**src/rtl/lcdp_pkg.sv**
```systemverilog
package lcdp_pkg;
  localparam int BYTE_W = 8;
  localparam int NIB_W  = BYTE_W / 2;
  localparam int AC_W   = BYTE_W - 1;

  typedef enum logic {NIB_HI = 1'b0, NIB_LO = 1'b1} nib_phase_e;

  function automatic logic [BYTE_W-1:0] join_nibbles(input logic [NIB_W-1:0] hi,
                                                     input logic [NIB_W-1:0] lo);
    return {hi, lo};
  endfunction

  function automatic logic [BYTE_W-1:0] status_word(input logic bf,
                                                    input logic [AC_W-1:0] ac);
    return {bf, ac};
  endfunction

  // Moves the nibble selected by the phase to the upper bus half, lower half zero.
  function automatic logic [BYTE_W-1:0] place_nibble(input logic [BYTE_W-1:0] b,
                                                     input nib_phase_e ph);
    if (ph == NIB_HI) return {b[BYTE_W-1:NIB_W], {NIB_W{1'b0}}};
    else              return {b[NIB_W-1:0],      {NIB_W{1'b0}}};
  endfunction
endpackage

```
**src/rtl/lcdp_edge.sv**
```systemverilog
module lcdp_edge (
  input  logic clk,
  input  logic rst,
  input  logic en_i,
  input  logic rs_i,
  input  logic rw_i,
  output logic en_q_o,
  output logic fall_o,
  output logic cyc_rs_o,
  output logic cyc_rw_o
);
  logic rise_w;
  assign rise_w = en_i & ~en_q_o;
  assign fall_o = en_q_o & ~en_i;

  always_ff @(posedge clk) begin
    if (rst) begin
      en_q_o   <= 1'b0;
      cyc_rs_o <= 1'b0;
      cyc_rw_o <= 1'b0;
    end else begin
      en_q_o <= en_i;
      if (rise_w) begin
        cyc_rs_o <= rs_i;
        cyc_rw_o <= rw_i;
      end
    end
  end
endmodule

```
**src/rtl/lcdp_nibble.sv**
```systemverilog
module lcdp_nibble
  import lcdp_pkg::*;
(
  input  logic              clk,
  input  logic              rst,
  input  logic              mode4_i,
  input  logic              fall_i,
  input  logic [BYTE_W-1:0] din_i,
  output nib_phase_e        phase_o,
  output logic              byte_done_o,
  output logic [BYTE_W-1:0] byte_o
);
  logic [NIB_W-1:0] hi_q;

  always_ff @(posedge clk) begin
    if (rst) begin
      phase_o <= NIB_HI;
      hi_q    <= '0;
    end else if (!mode4_i) begin
      phase_o <= NIB_HI;
    end else if (fall_i) begin
      phase_o <= (phase_o == NIB_HI) ? NIB_LO : NIB_HI;
      if (phase_o == NIB_HI) hi_q <= din_i[BYTE_W-1:NIB_W];
    end
  end

  assign byte_done_o = fall_i & (~mode4_i | (phase_o == NIB_LO));
  assign byte_o      = mode4_i ? join_nibbles(hi_q, din_i[BYTE_W-1:NIB_W]) : din_i;

  AST_PHASE_PAIR: assert property (@(posedge clk) disable iff (rst)
    (fall_i && mode4_i && phase_o == NIB_HI) |=> (phase_o == NIB_LO));
  AST_PHASE_RESET: assert property (@(posedge clk)
    $past(rst) |-> (phase_o == NIB_HI));
endmodule

```
**src/rtl/lcdp_init_busy.sv**
```systemverilog
module lcdp_init_busy #(
  parameter int INIT_CYC = 16
) (
  input  logic clk,
  input  logic rst,
  input  logic core_busy_i,
  output logic busy_o
);
  localparam int CNT_W = $clog2(INIT_CYC + 1);
  logic [CNT_W-1:0] cnt_q;

  always_ff @(posedge clk) begin
    if (rst)               cnt_q <= CNT_W'(INIT_CYC);
    else if (cnt_q != '0)  cnt_q <= cnt_q - CNT_W'(1);
  end

  assign busy_o = (cnt_q != '0) | core_busy_i;

  AST_INIT_BUSY: assert property (@(posedge clk) disable iff (rst)
    $past(rst) |-> busy_o);
endmodule

```
**src/rtl/lcdp_read_path.sv**
```systemverilog
module lcdp_read_path
  import lcdp_pkg::*;
(
  input  logic              clk,
  input  logic              rst,
  input  logic              busy_i,
  input  logic              refill_req_i,
  input  logic [BYTE_W-1:0] ram_rdata_i,
  input  logic              sel_data_i,
  input  logic [AC_W-1:0]   ac_i,
  input  logic              mode4_i,
  input  nib_phase_e        phase_i,
  input  logic              oe_i,
  output logic [BYTE_W-1:0] db_o
);
  logic [BYTE_W-1:0] dr_q;
  logic              pend_q;
  logic [BYTE_W-1:0] word_w;
  logic              load_w;

  assign load_w = pend_q & ~busy_i & ~refill_req_i;

  always_ff @(posedge clk) begin
    if (rst) begin
      dr_q   <= '0;
      pend_q <= 1'b1;
    end else if (refill_req_i) begin
      pend_q <= 1'b1;
    end else if (load_w) begin
      dr_q   <= ram_rdata_i;
      pend_q <= 1'b0;
    end
  end

  assign word_w = sel_data_i ? dr_q : status_word(busy_i, ac_i);

  always_comb begin
    if (!oe_i)        db_o = '0;
    else if (mode4_i) db_o = place_nibble(word_w, phase_i);
    else              db_o = word_w;
  end

  AST_DR_HOLD: assert property (@(posedge clk) disable iff (rst)
    (!$past(pend_q)) |-> $stable(dr_q));
  AST_LO_ZERO: assert property (@(posedge clk) disable iff (rst)
    (oe_i && mode4_i) |-> (db_o[NIB_W-1:0] == '0));
endmodule

```
**src/rtl/lcd_host_port.sv**
```systemverilog
module lcd_host_port
  import lcdp_pkg::*;
#(
  parameter int INIT_CYC = 16
) (
  input  logic              clk,
  input  logic              rst,
  input  logic              bus4_mode_i,
  input  logic              rs_i,
  input  logic              rw_i,
  input  logic              en_i,
  input  logic [BYTE_W-1:0] db_i,
  output logic [BYTE_W-1:0] db_o,
  output logic              db_oe_o,
  input  logic              core_busy_i,
  input  logic [AC_W-1:0]   ac_i,
  input  logic [BYTE_W-1:0] ram_rdata_i,
  output logic              instr_stb_o,
  output logic [BYTE_W-1:0] instr_o,
  output logic              dwr_stb_o,
  output logic [BYTE_W-1:0] dwr_o,
  output logic              drd_stb_o
);
  logic              en_q_w, fall_w, cyc_rs_w, cyc_rw_w;
  nib_phase_e        phase_w;
  logic              byte_done_w;
  logic [BYTE_W-1:0] byte_w;
  logic              busy_w;
  logic              wr_ok_w;
  logic              refill_w;

  lcdp_edge u_edge (
    .clk(clk), .rst(rst), .en_i(en_i), .rs_i(rs_i), .rw_i(rw_i),
    .en_q_o(en_q_w), .fall_o(fall_w), .cyc_rs_o(cyc_rs_w), .cyc_rw_o(cyc_rw_w)
  );

  lcdp_nibble u_nib (
    .clk(clk), .rst(rst), .mode4_i(bus4_mode_i), .fall_i(fall_w), .din_i(db_i),
    .phase_o(phase_w), .byte_done_o(byte_done_w), .byte_o(byte_w)
  );

  lcdp_init_busy #(.INIT_CYC(INIT_CYC)) u_busy (
    .clk(clk), .rst(rst), .core_busy_i(core_busy_i), .busy_o(busy_w)
  );

  assign db_oe_o  = en_q_w & cyc_rw_w;
  assign wr_ok_w  = byte_done_w & ~cyc_rw_w & ~busy_w;
  assign refill_w = instr_stb_o | dwr_stb_o | drd_stb_o;

  lcdp_read_path u_rd (
    .clk(clk), .rst(rst), .busy_i(busy_w), .refill_req_i(refill_w),
    .ram_rdata_i(ram_rdata_i), .sel_data_i(cyc_rs_w), .ac_i(ac_i),
    .mode4_i(bus4_mode_i), .phase_i(phase_w), .oe_i(db_oe_o), .db_o(db_o)
  );

  always_ff @(posedge clk) begin
    if (rst) begin
      instr_stb_o <= 1'b0;
      dwr_stb_o   <= 1'b0;
      drd_stb_o   <= 1'b0;
      instr_o     <= '0;
      dwr_o       <= '0;
    end else begin
      instr_stb_o <= wr_ok_w & ~cyc_rs_w;
      dwr_stb_o   <= wr_ok_w &  cyc_rs_w;
      drd_stb_o   <= byte_done_w & cyc_rw_w & cyc_rs_w;
      if (wr_ok_w && !cyc_rs_w) instr_o <= byte_w;
      if (wr_ok_w &&  cyc_rs_w) dwr_o   <= byte_w;
    end
  end

  AST_STB_EXCL: assert property (@(posedge clk) disable iff (rst)
    !(instr_stb_o && dwr_stb_o));
  AST_OE_STROBE: assert property (@(posedge clk) disable iff (rst)
    db_oe_o |-> $past(en_i));
  AST_OE_QUIET: assert property (@(posedge clk) disable iff (rst)
    !db_oe_o |-> (db_o == '0));
  AST_NO_INSTR_BUSY: assert property (@(posedge clk) disable iff (rst)
    instr_stb_o |-> !$past(busy_w));
  AST_NO_DWR_BUSY: assert property (@(posedge clk) disable iff (rst)
    dwr_stb_o |-> !$past(busy_w));
  AST_INSTR_PULSE: assert property (@(posedge clk) disable iff (rst)
    instr_stb_o |=> !instr_stb_o);
  AST_DWR_PULSE: assert property (@(posedge clk) disable iff (rst)
    dwr_stb_o |=> !dwr_stb_o);
endmodule

```
**config.mk**
```make
export PLATFORM = sky130hd
export DESIGN_NAME = lcd_host_port
export DESIGN_NICKNAME = d
export VERILOG_FILES = /design/src/rtl/lcdp_pkg.sv /design/src/rtl/lcdp_edge.sv /design/src/rtl/lcdp_nibble.sv /design/src/rtl/lcdp_init_busy.sv /design/src/rtl/lcdp_read_path.sv /design/src/rtl/lcd_host_port.sv
export SDC_FILE = /design/constraint.sdc
export NUM_CORES = 1
export LEC_CHECK = 0
export BUFFER_PORTS_ARGS = -buffer_cell sky130_fd_sc_hd__buf_4
export CAP_MARGIN = 20
export CELL_PAD_IN_SITES_DETAIL_PLACEMENT = 1
export CELL_PAD_IN_SITES_GLOBAL_PLACEMENT = 1
export CORE_UTILIZATION = 38
export DETAILED_ROUTE_END_ITERATION = 10
export GPL_TIMING_DRIVEN = 0
export PLACE_DENSITY_LB_ADDON = 0.1
export SYNTH_ARGS = -nofsm -noshare
export SYNTH_HDL_FRONTEND = slang
export SYNTH_SLANG_ARGS = --single-unit
```
**constraint.sdc**
```tcl
create_clock -name clk -period 2.35 [get_ports clk]
set_input_delay 0.235 -clock clk [delete_from_list [all_inputs] [get_ports clk]]
set_output_delay 0.235 -clock clk [all_outputs]
set_load 0.05 [all_outputs]
```
* After elaboration in Yosys (flattened, before gate mapping)
Cells that the tools add are included.
** Cells by class
- Add/subtract/negate cells :: 1
- Muxes and demuxes :: 6
- Bitwise operators :: 24
- Reductions and logical operators :: 8
** Operator list (count)
- 2-to-1 mux 8 bit :: 5
- AND 1 bit :: 12
- inverter 1 bit :: 8
- nonzero test 5 bit :: 1
- subtractor 5 x 1 -> 5 bit, second input constant :: 1
- bitwise OR 1 bit :: 4
- OR reduction 2 bit :: 2
- AND reduction 3 bit :: 1
- logical AND 1 bit :: 2
- AND reduction 2 bit :: 1
- zero test 1 bit :: 1
- 2-to-1 mux 1 bit :: 1
** Word-level totals
- Bits in registers :: 41
- Bits of input ports :: 30
- Output and inout port bits :: 28

* Depth between registers and ports, before layout
Gate-level depths: netlist of run 1.
- Depth after elaboration :: 6
- Gate-level depth with buffers :: 8
- Depth with buffers taken out :: 6

* Hierarchy
A second synthesis of run 1 with hierarchy kept.
** Unflattened totals
- Cells, all modules :: 200
- Area total of the unflattened synthesis :: 2103.3 sq um
** By module, submodules not included
- lcd_host_port :: times used 1, cells an instance 73, area an instance 789.5 sq um, seq. area each 380.4 sq um
- lcdp_read_path :: times used 1, cells an instance 57, area an instance 558.0 sq um, seq. area each 180.2 sq um
- lcdp_nibble :: times used 1, cells an instance 32, area an instance 332.8 sq um, seq. area each 100.1 sq um
- lcdp_init_busy :: times used 1, cells an instance 26, area an instance 284.0 sq um, seq. area each 100.1 sq um
- lcdp_edge :: times used 1, cells an instance 12, area an instance 138.9 sq um, seq. area each 60.1 sq um

* Worst setup path after synthesis of run 1
Ideal clock, no wire load.
- Path kind :: register to output
- Start point :: reg u_edge.cyc_rs_o
- End point :: out db_o[4]
- Arrival :: 2122 ps
- Path slack :: -7 ps
- Cell stages (with the launch flop) :: 4
- Path buffers :: 1
- Cells stage by stage :: dfxtp_1 buf_1 a221oi_1 a311oi_1
** Between the ends
- Word-level cells in the longest chain between the ends :: 4
** Ends and longest elaborated chain
- from (decl) :: RTL line lcdp_edge.sv:9 : output logic cyc_rs_o,
- from (signal assigned) :: RTL line lcdp_edge.sv:24 : cyc_rs_o <= rs_i;
- 2-to-1 mux 8 bit (*) :: RTL line lcdp_read_path.sv:35 : assign word_w = sel_data_i ? dr_q : status_word(busy_i, ac_i);
- 2-to-1 mux 8 bit :: RTL line lcdp_pkg.sv:21 : if (ph == NIB_HI) return {b[BYTE_W-1:NIB_W], {NIB_W{1'b0}}};
- 2-to-1 mux 8 bit (*) :: RTL line lcdp_read_path.sv:39 : else if (mode4_i) db_o = place_nibble(word_w, phase_i);
- 2-to-1 mux 8 bit (*) :: RTL line lcdp_read_path.sv:38 : if (!oe_i) db_o = '0;
- to (decl) :: RTL line lcd_host_port.sv:13 : output logic [BYTE_W-1:0] db_o,
Every way passes the cells marked *; elsewhere a longest branch is shown, timed or not.

* Worst setup path in the final report of run 1
- Start point :: reg u_busy.cnt_q[1]
- End point :: reg dwr_o[3]
** Between the ends
- Word-level cells in the longest chain between the ends :: 5
** Ends and longest elaborated chain
- from (decl) :: RTL line lcdp_init_busy.sv:10 : logic [CNT_W-1:0] cnt_q;
- from (signal assigned) :: RTL line lcdp_init_busy.sv:13 : if (rst) cnt_q <= CNT_W'(INIT_CYC);
- from (signal assigned) :: RTL line lcdp_init_busy.sv:14 : else if (cnt_q != '0) cnt_q <= cnt_q - CNT_W'(1);
- nonzero test 5 bit :: RTL line lcdp_init_busy.sv:17 : assign busy_o = (cnt_q != '0) | core_busy_i;
- bitwise OR 1 bit :: RTL line lcdp_init_busy.sv:17
- inverter 1 bit :: RTL line lcd_host_port.sv:47 : assign wr_ok_w = byte_done_w & ~cyc_rw_w & ~busy_w;
- AND 1 bit :: RTL line lcd_host_port.sv:47
- logical AND 1 bit :: RTL line lcd_host_port.sv:68 : if (wr_ok_w && cyc_rs_w) dwr_o <= byte_w;
- to (signal assigned) :: RTL line lcd_host_port.sv:68
- to (decl) :: RTL line lcd_host_port.sv:21 : output logic [BYTE_W-1:0] dwr_o,
Every way passes these cells.
A chain may end at the register's enable or synchronous reset.

==> results of run 1 <==
stage by stage:
stage                     setup WS, ns  cells  total power [uW]  hold WS [ns]
after CTS                     0.003101    325              1728        0.1705
after global placement        0.008863    317              1120        0.4717
after floorplan                 0.1998    193              1028        0.3632
final                          0.06183    328              1749        0.1672
after detailed placement      -0.01606    317              1132        0.4802
after global routing         -0.002044    328              1838        0.1724
report_power, final:
part,internal (uW),total (uW),switching [uW]
logic,183,356,173
clock network,346,597,251
registers,748,796,47.7
total,1280,1750,472
routing by layer:
metal	global-route usage, %	vias up
met5	0	-
met4	5.229	0
met3	4.444	6
met2	33.54	41
met1	22.59	772
li1	-	803
logic make-up (layout without fill, tap and decap cells):
kind of cell	Yosys count	in the layout
AND/OR/NAND/NOR	78	79
adder cells (fa/ha/maj)	2	2
flip-flops	41	41
multiplexers	41	41
XOR/XNOR	3	3
buffers and inverters	16	83
AO/OA/AOI/OAI	12	12
cells in the final DEF, fill, tap and decap left out, drive strengths merged, types with 4 or more instances in the layout:
cell | synthesis | layout
buf | 5 | 64
mux2 | 16 | 16
mux2i | 25 | 25
inv | 4 | 4
dfxtp | 41 | 41
nor2b | 23 | 23
nor3 | 11 | 11
nor2 | 29 | 29
clkbuf | 7 | 14
timing repair:
item	CTS	global route
cloned	0	1
resized for setup	4	5
hold endpoints to repair	0	0
setup endpoints to repair	17	22
pin swaps	1	2
setup buffers	0	2
how the worst max path moves through the flow:
stage | to | slack, ns | from
floorplan | db_o[0] | 0.20 | u_edge.cyc_rs_o$_SDFFE_PP0P_
detailed placement | dwr_o[3]$_SDFFE_PP0P_ | -0.02 | u_busy.cnt_q[0]$_SDFFE_PP0P_
CTS | db_o[7] | 0.003 | u_busy.cnt_q[0]$_SDFFE_PP0P_
finish | dwr_o[3]$_SDFFE_PP0P_ | 0.06 | u_busy.cnt_q[1]$_SDFFE_PP0P_
global route | db_o[7] | -0.002 | u_busy.cnt_q[0]$_SDFFE_PP0P_
global placement | dwr_o[5]$_SDFFE_PP0P_ | 0.009 | u_busy.cnt_q[0]$_SDFFE_PP0P_
critical path, delay by kind of cell, from the launching register on:
family        cells  cell delay, ns
fa+ha+maj         1            0.17
flops             1            0.33
buf+inv           3            0.37
mux               1            0.33
simple gates      3            0.96
cell type report:
| cell class | count | share of cell area, % |
|---|---|---|
| Multi-Input combinational cell | 137 | 40.82 |
| Sequential cell | 41 | 31.36 |
| Timing Repair Buffer | 59 | 17.54 |
| Clock buffer | 7 | 3.298 |
| Tap cell | 67 | 3.203 |
| Buffer | 12 | 2.055 |
| Clock inverter | 1 | 1.147 |
| Inverter | 4 | 0.5736 |
registers in the layout, indices dropped and copies added, names as in the netlist:
register,count
u_nib.hi_q,4
u_edge.cyc_rs_o,1
dwr_stb_o,1
instr_stb_o,1
instr_o,8
drd_stb_o,1
u_nib.phase_o,1
u_busy.cnt_q,5
u_edge.cyc_rw_o,1
u_rd.dr_q,8
u_edge.en_q_o,1
u_rd.pend_q,1
dwr_o,8
==> implementation parameters, run 1 <==
Parameter                              Value

Logic synthesis
  EDFF count, synth    0
  Number of unique standard cell types used by synthesis    31
  Cell type with the largest total area after synthesis    sky130_fd_sc_hd__dfxtp_1
  XOR/XNOR share of the synthesized area    1.389%
  Mean Syn Cell Area    9.802 um2
  Main combinational cell family by area after synthesis    simple AND/OR/NAND/NOR gates
  Adder and majority cell fraction of the synthesized area    under 10%
  Number of standard cells after synthesis    193
  Most frequent cell after synthesis    sky130_fd_sc_hd__dfxtp_1
  Number of warning messages in the yosys log    0
  Largest cells by area after synthesis    sky130_fd_sc_hd__dfxtp_1, sky130_fd_sc_hd__mux2i_1, sky130_fd_sc_hd__mux2_2
  Post-synth top area share    43.39%
  Synth Net Count    between 200 and 250
  Netlist area before placement    1892 um2
  Leading cell types by count after synthesis    sky130_fd_sc_hd__dfxtp_1, sky130_fd_sc_hd__nor2_1, sky130_fd_sc_hd__mux2i_1, sky130_fd_sc_hd__nor2b_1, sky130_fd_sc_hd__mux2_2
  Number of register bits inferred by synthesis    41
  Ys flop type    sky130_fd_sc_hd__dfxtp_1
  Fraction of the mapped netlist area in compound gates    4.762%
  Portion of netlist area occupied by mux cells    ~23%
  Share of async-settable or async-resettable flops after synthesis    0%
  Sequential-to-total area share from yosys stat    between 40% and 50%
  Area share of and/or/nand/nor cells after synthesis    23.08%

Floorplanning
  Die area    roughly 5300 um2
  Die Y-Extent    a little over 70 um
  Chip width    72.56 um
  Number of top-level pins    58
  Area inside the core boundary    4755 um2
  Effective utilization at floorplan    between 30% and 40%
  FP Rows    25

Layout
  Share of the core filled with cells in the final layout    55.05%
  Net count reported at finish    292
  Fill cells    572
  Area of combinational cells with multiple inputs    1069 um2
  Ant diodes    0
  Area grow syn2layout    38.36%
  Share of final-layout standard cells stronger than drive strength 1    36.78%
  Non-Filler Cell Area, Final    about 2600 um2
  Reg area    820.8 um2

Timing
  Number of setup violations in the final report    0
  Fin crit period    2.288 ns
  Final-report max-slew violation count    0
  Max Freq    0.4370 GHz
  Final hold vios    0
  Final worst-path cycle share    97.37%
  Largest clock skew in the final design    0.004171 ns
  Max-slew headroom at the worst pin    52.21%
  Worst slew pin tran    0.7169 ns
  Fin Setup TNS    0 ns

Power and ir drop
  Leakage    roughly 0.0011 uW
  Largest voltage drop on the vdd net    373.6 uV
  PwrDens    between 600 and 700 nW/um2

Clocking
  Number of hold buffers added after CTS    0
  Number of CTS-inserted buffers    5
  CTS tree    done
  Clock root buffer master    sky130_fd_sc_hd__clkbuf_8
  CTS H-Tree Depth    2
  Maximum count of clock buffers along a single path    2
  Clock latency reported for the late side of the worst-skew pair    0.30 ns
  Number of clock sinks    41
  Clock transition at path regs    0.08 ns

Detailed routing
  DRT antenna net count    0
  Top layer used by detailed routing    met4
  Total routed wirelength    4736 um
  Detailed router's first-iteration violation count    22
  WL met2    2357 um
  Via total after detailed routing    1622
  Final routed wire length divided by cell count    14.44 um
  Met3 wire length    197 um
  DRC viols    0
  Length of routed wiring on met1    2120 um
  TritonRoute pass-1 iters    4
  Vias per std cell    4.945

Hold path
  Instance count along the most critical hold path    3
  Startpoint of the lowest-slack hold path    ram_rdata_i[2]
  Type of the tightest min-delay check    primary input to register
  End of the worst hold path    u_rd.dr_q[2]$_SDFFE_PP0P_

Worst setup path
  Critical path class    register to register
  Kind of end point of the critical path    register
  Arrival time at the worst endpoint    ~2.5 ns
  Slowest stage delay, CP    0.46 ns
  Startpoint of the lowest-slack register-to-register path    u_busy.cnt_q[1]$_SDFFE_PP0P_
  Slowest CP cell    sky130_fd_sc_hd__or4b_4
  Slack of the worst reg-to-reg path    between 0.06 and 0.07 ns
  Worst Path Max Fanout    8
  Crit path launch type    register
  Number of cells traversed by the worst register-to-register path    8
  Data required, critical path    roughly 2.5 ns
  Crit path cell chain    inv_1 -> ha_2 -> or4b_4 -> buf_6 -> or3_4 -> nor2_4 -> buf_12 -> mux2_2
  Crit Reg-Reg Endpoint    dwr_o[3]$_SDFFE_PP0P_

Global route
  Largest net degree at the start of global routing    13
  Antenna violations before repair    0
  Vias in the first global route    1645
  GR Overflow Total    0
  Total global routing track utilization    18.85%
  Wire length of the first global-routing pass    7596 um

Placement
  Final GP Congestion    0.6696
  Cell area after placement    2422 um2
  HPWL after detailed placement    3407 um
  Buffers added on ports    57

Job
  Count of maximum capacitance violations    0

Status
  Run status    finished, final reports clean
No activity file was read; power rests on OpenSTA's default activity.
==> run 2, diff against run 1 <==
==> constraint.sdc (replaced) <==
create_clock -name clk -period 2.35 [get_ports clk]
set_input_delay 0.235 -clock clk [delete_from_list [all_inputs] [get_ports clk]]
set_output_delay 0.235 -clock clk [all_outputs]
set_load 0.005 [all_outputs]
==> implementation parameters, run 2 (synthesized netlist as in run 1, its figures left out) <==
Parameter                              Value

Status
  Run status    finished, final reports clean

Timing
  Fin Setup TNS    0 ns
  Fin crit period    2.273 ns
  Largest clock skew in the final design    0.01084 ns
  Final hold vios    0
  Worst path setup slack after routing    0.07737 ns
  Worst slew pin tran    between 0.7 and 0.8 ns
  Max Freq    roughly 0.44 GHz
  Number of setup violations in the final report    0
  Max-slew headroom at the worst pin    about half
  Final worst-path cycle share    96.71%
  RSZ-0062 raised after global routing    no
  Final-report max-slew violation count    0
  Worst Hold Margin    0.1733 ns

Power and ir drop
  Comb pwr share    18.9%
  Clock share of power    between 30% and 40%
  Largest voltage drop on the vdd net    330.2 uV
  Switching part of the total power    around 25%
  Sequential share of power    43.9%
  PwrDens    between 600 and 700 nW/um2
  Internal Pwr Total    1352 uW
  Switching power    between 400 and 500 uW
  Leakage    around 0.0011 uW
  Overall power of the completed layout    1812 uW

Detailed routing
  Via total after detailed routing    1570
  TritonRoute pass-1 iters    4
  Top layer used by detailed routing    met4
  WL met2    2422 um
  DRC viols    0
  Vias per std cell    4.787
  Final routed wire length divided by cell count    14.73 um
  Total routed wirelength    4833 um
  DRT antenna net count    0
  Detailed router's first-iteration violation count    34
  Length of routed wiring on met1    2133 um
  Met3 wire length    212 um

Clocking
  CTS H-Tree Depth    2
  Clock latency reported for the late side of the worst-skew pair    ~0.30 ns
  Number of CTS-inserted buffers    5
  Clock transition at path regs    0.08 ns
  Clock root buffer master    sky130_fd_sc_hd__clkbuf_8
  Number of clock sinks    41
  Maximum count of clock buffers along a single path    2
  CTS tree    done

Placement
  Setup WS pre-CTS    about 0.0062 ns
  Dpl cells    317
  Final GP Congestion    0.6773
  Buffers added on ports    57
  HPWL after detailed placement    around 3400 um

Layout
  Net count reported at finish    just under 300
  Commonest cells after routing, fill and taps aside    sky130_fd_sc_hd__buf_4, sky130_fd_sc_hd__dfxtp_1, sky130_fd_sc_hd__nor2_1
  Biggest registers after layout    dwr_o: 8 flops, instr_o: 8 flops, u_rd.dr_q: 8 flops
  Ant diodes    0
  Share of final-layout standard cells stronger than drive strength 1    36.40%
  Final cell count without fillers    328
  Fill cells    570
  Commonest non-fill, non-tap cell in the layout    sky130_fd_sc_hd__buf_4
  Area grow syn2layout    38.29%

Worst setup path
  Arrival time at the worst endpoint    2.46 ns
  Worst Path Max Fanout    8
  Data required, critical path    2.54 ns
  Critical path launch point    u_busy.cnt_q[0]$_SDFFE_PP0P_
  Startpoint of the lowest-slack register-to-register path    u_busy.cnt_q[0]$_SDFFE_PP0P_
  Slack of the worst reg-to-reg path    0.08 ns
  Number of cells traversed by the worst register-to-register path    8
  Slowest CP cell    sky130_fd_sc_hd__or4b_4
  Crit path launch type    register
  Critical path class    register to register
  Crit Reg-Reg Endpoint    dwr_o[2]$_SDFFE_PP0P_
  Kind of end point of the critical path    register
  Slowest stage delay, CP    0.46 ns
  Crit path cell chain    inv_2 -> ha_2 -> or4b_4 -> buf_6 -> or3_4 -> nor2_4 -> buf_12 -> mux2_2

Floorplanning
  FP Rows    25
  Die area    5265 um2
  Die Y-Extent    72.56 um
  Number of top-level pins    58
  Effective utilization at floorplan    39.79%
  Area inside the core boundary    4755 um2
  Chip width    a little over 70 um

Hold path
  Startpoint of the lowest-slack hold path    ram_rdata_i[2]
  Type of the tightest min-delay check    primary input to register
  End of the worst hold path    u_rd.dr_q[2]$_SDFFE_PP0P_
  Instance count along the most critical hold path    3

Global route
  GR Overflow Total    0
  Wire length of the first global-routing pass    7659 um
  Antenna violations before repair    0
  Total global routing track utilization    about a fifth
  Vias in the first global route    1589
  Largest net degree at the start of global routing    14

Job
  Count of maximum capacitance violations    0
run 2: per-stage QoR:
stage          util (%)  instance area [um2]
2_1_floorplan         -                 1892
3_3_place_gp      50.55                 2404
3_5_place_dp      50.55                 2404
4_1_cts           53.97                 2566
5_1_grt           55.03                 2616
6_report          55.03                 2616
run 2: critical path, delay by kind of cell (launching register included):
kind / cells / cell delay, ns
buffers and inverters: 3 / 0.36
and+or+nand+nor: 3 / 0.97
muxes: 1 / 0.32
DFF: 1 / 0.33
adders and majority gates: 1 / 0.18
run 2: what timing repair did:
action / in CTS / in global routing
setup endpoints to repair: 6 / 21
buffers inserted: 0 / 2
pin swaps: 1 / 2
hold buffers: 0 / 0
gates cloned: 1 / 0
resized for setup: 2 / 9
run 2: cell type report:
| class | count | area, um2 | area share (%) |
|---|---|---|---|
| inverter | 4 | 15.01 | 0.5739 |
| buffer | 12 | 53.80 | 2.056 |
| clock inverter | 3 | 65.06 | 2.487 |
| tap | 67 | 83.83 | 3.204 |
| timing repair buffer | 59 | 455.4 | 17.41 |
| sequential | 41 | 820.8 | 31.37 |
| clock buffer | 5 | 68.82 | 2.630 |
| multi-input combinational | 137 | 1054 | 40.27 |
run 2: worst max-delay path by stage:
stage,end,slack [ns],cells after the start
global placement,dwr_o[5]$_SDFFE_PP0P_,0.02,7
detailed placement,instr_o[4]$_SDFFE_PP0P_,0.006,7
global route,db_o[7],0.002,5
floorplan,dwr_o[0]$_SDFFE_PP0P_,0.22,7
finish,dwr_o[2]$_SDFFE_PP0P_,0.08,8
CTS,dwr_o[7]$_SDFFE_PP0P_,0.008,7
run 2: metal layers:
metal	GRT usage [%]	vias to the layer above
li1	-	801
met1	23.02	715
met2	34.16	46
met3	4.583	8
met4	6.536	0
met5	0	-
run 2: power by group through the flow:
| stage | logic (uW) | clock network [uW] | registers [uW] |
|---|---|---|---|
| final | 343 | 673 | 796 |
| after global routing | 381 | 722 | 803 |
| after CTS | 318 | 691 | 792 |
| after detailed placement | 308 | 0 | 808 |
| after global placement | 302 | 0 | 806 |
| after floorplan | 221 | 0 | 796 |
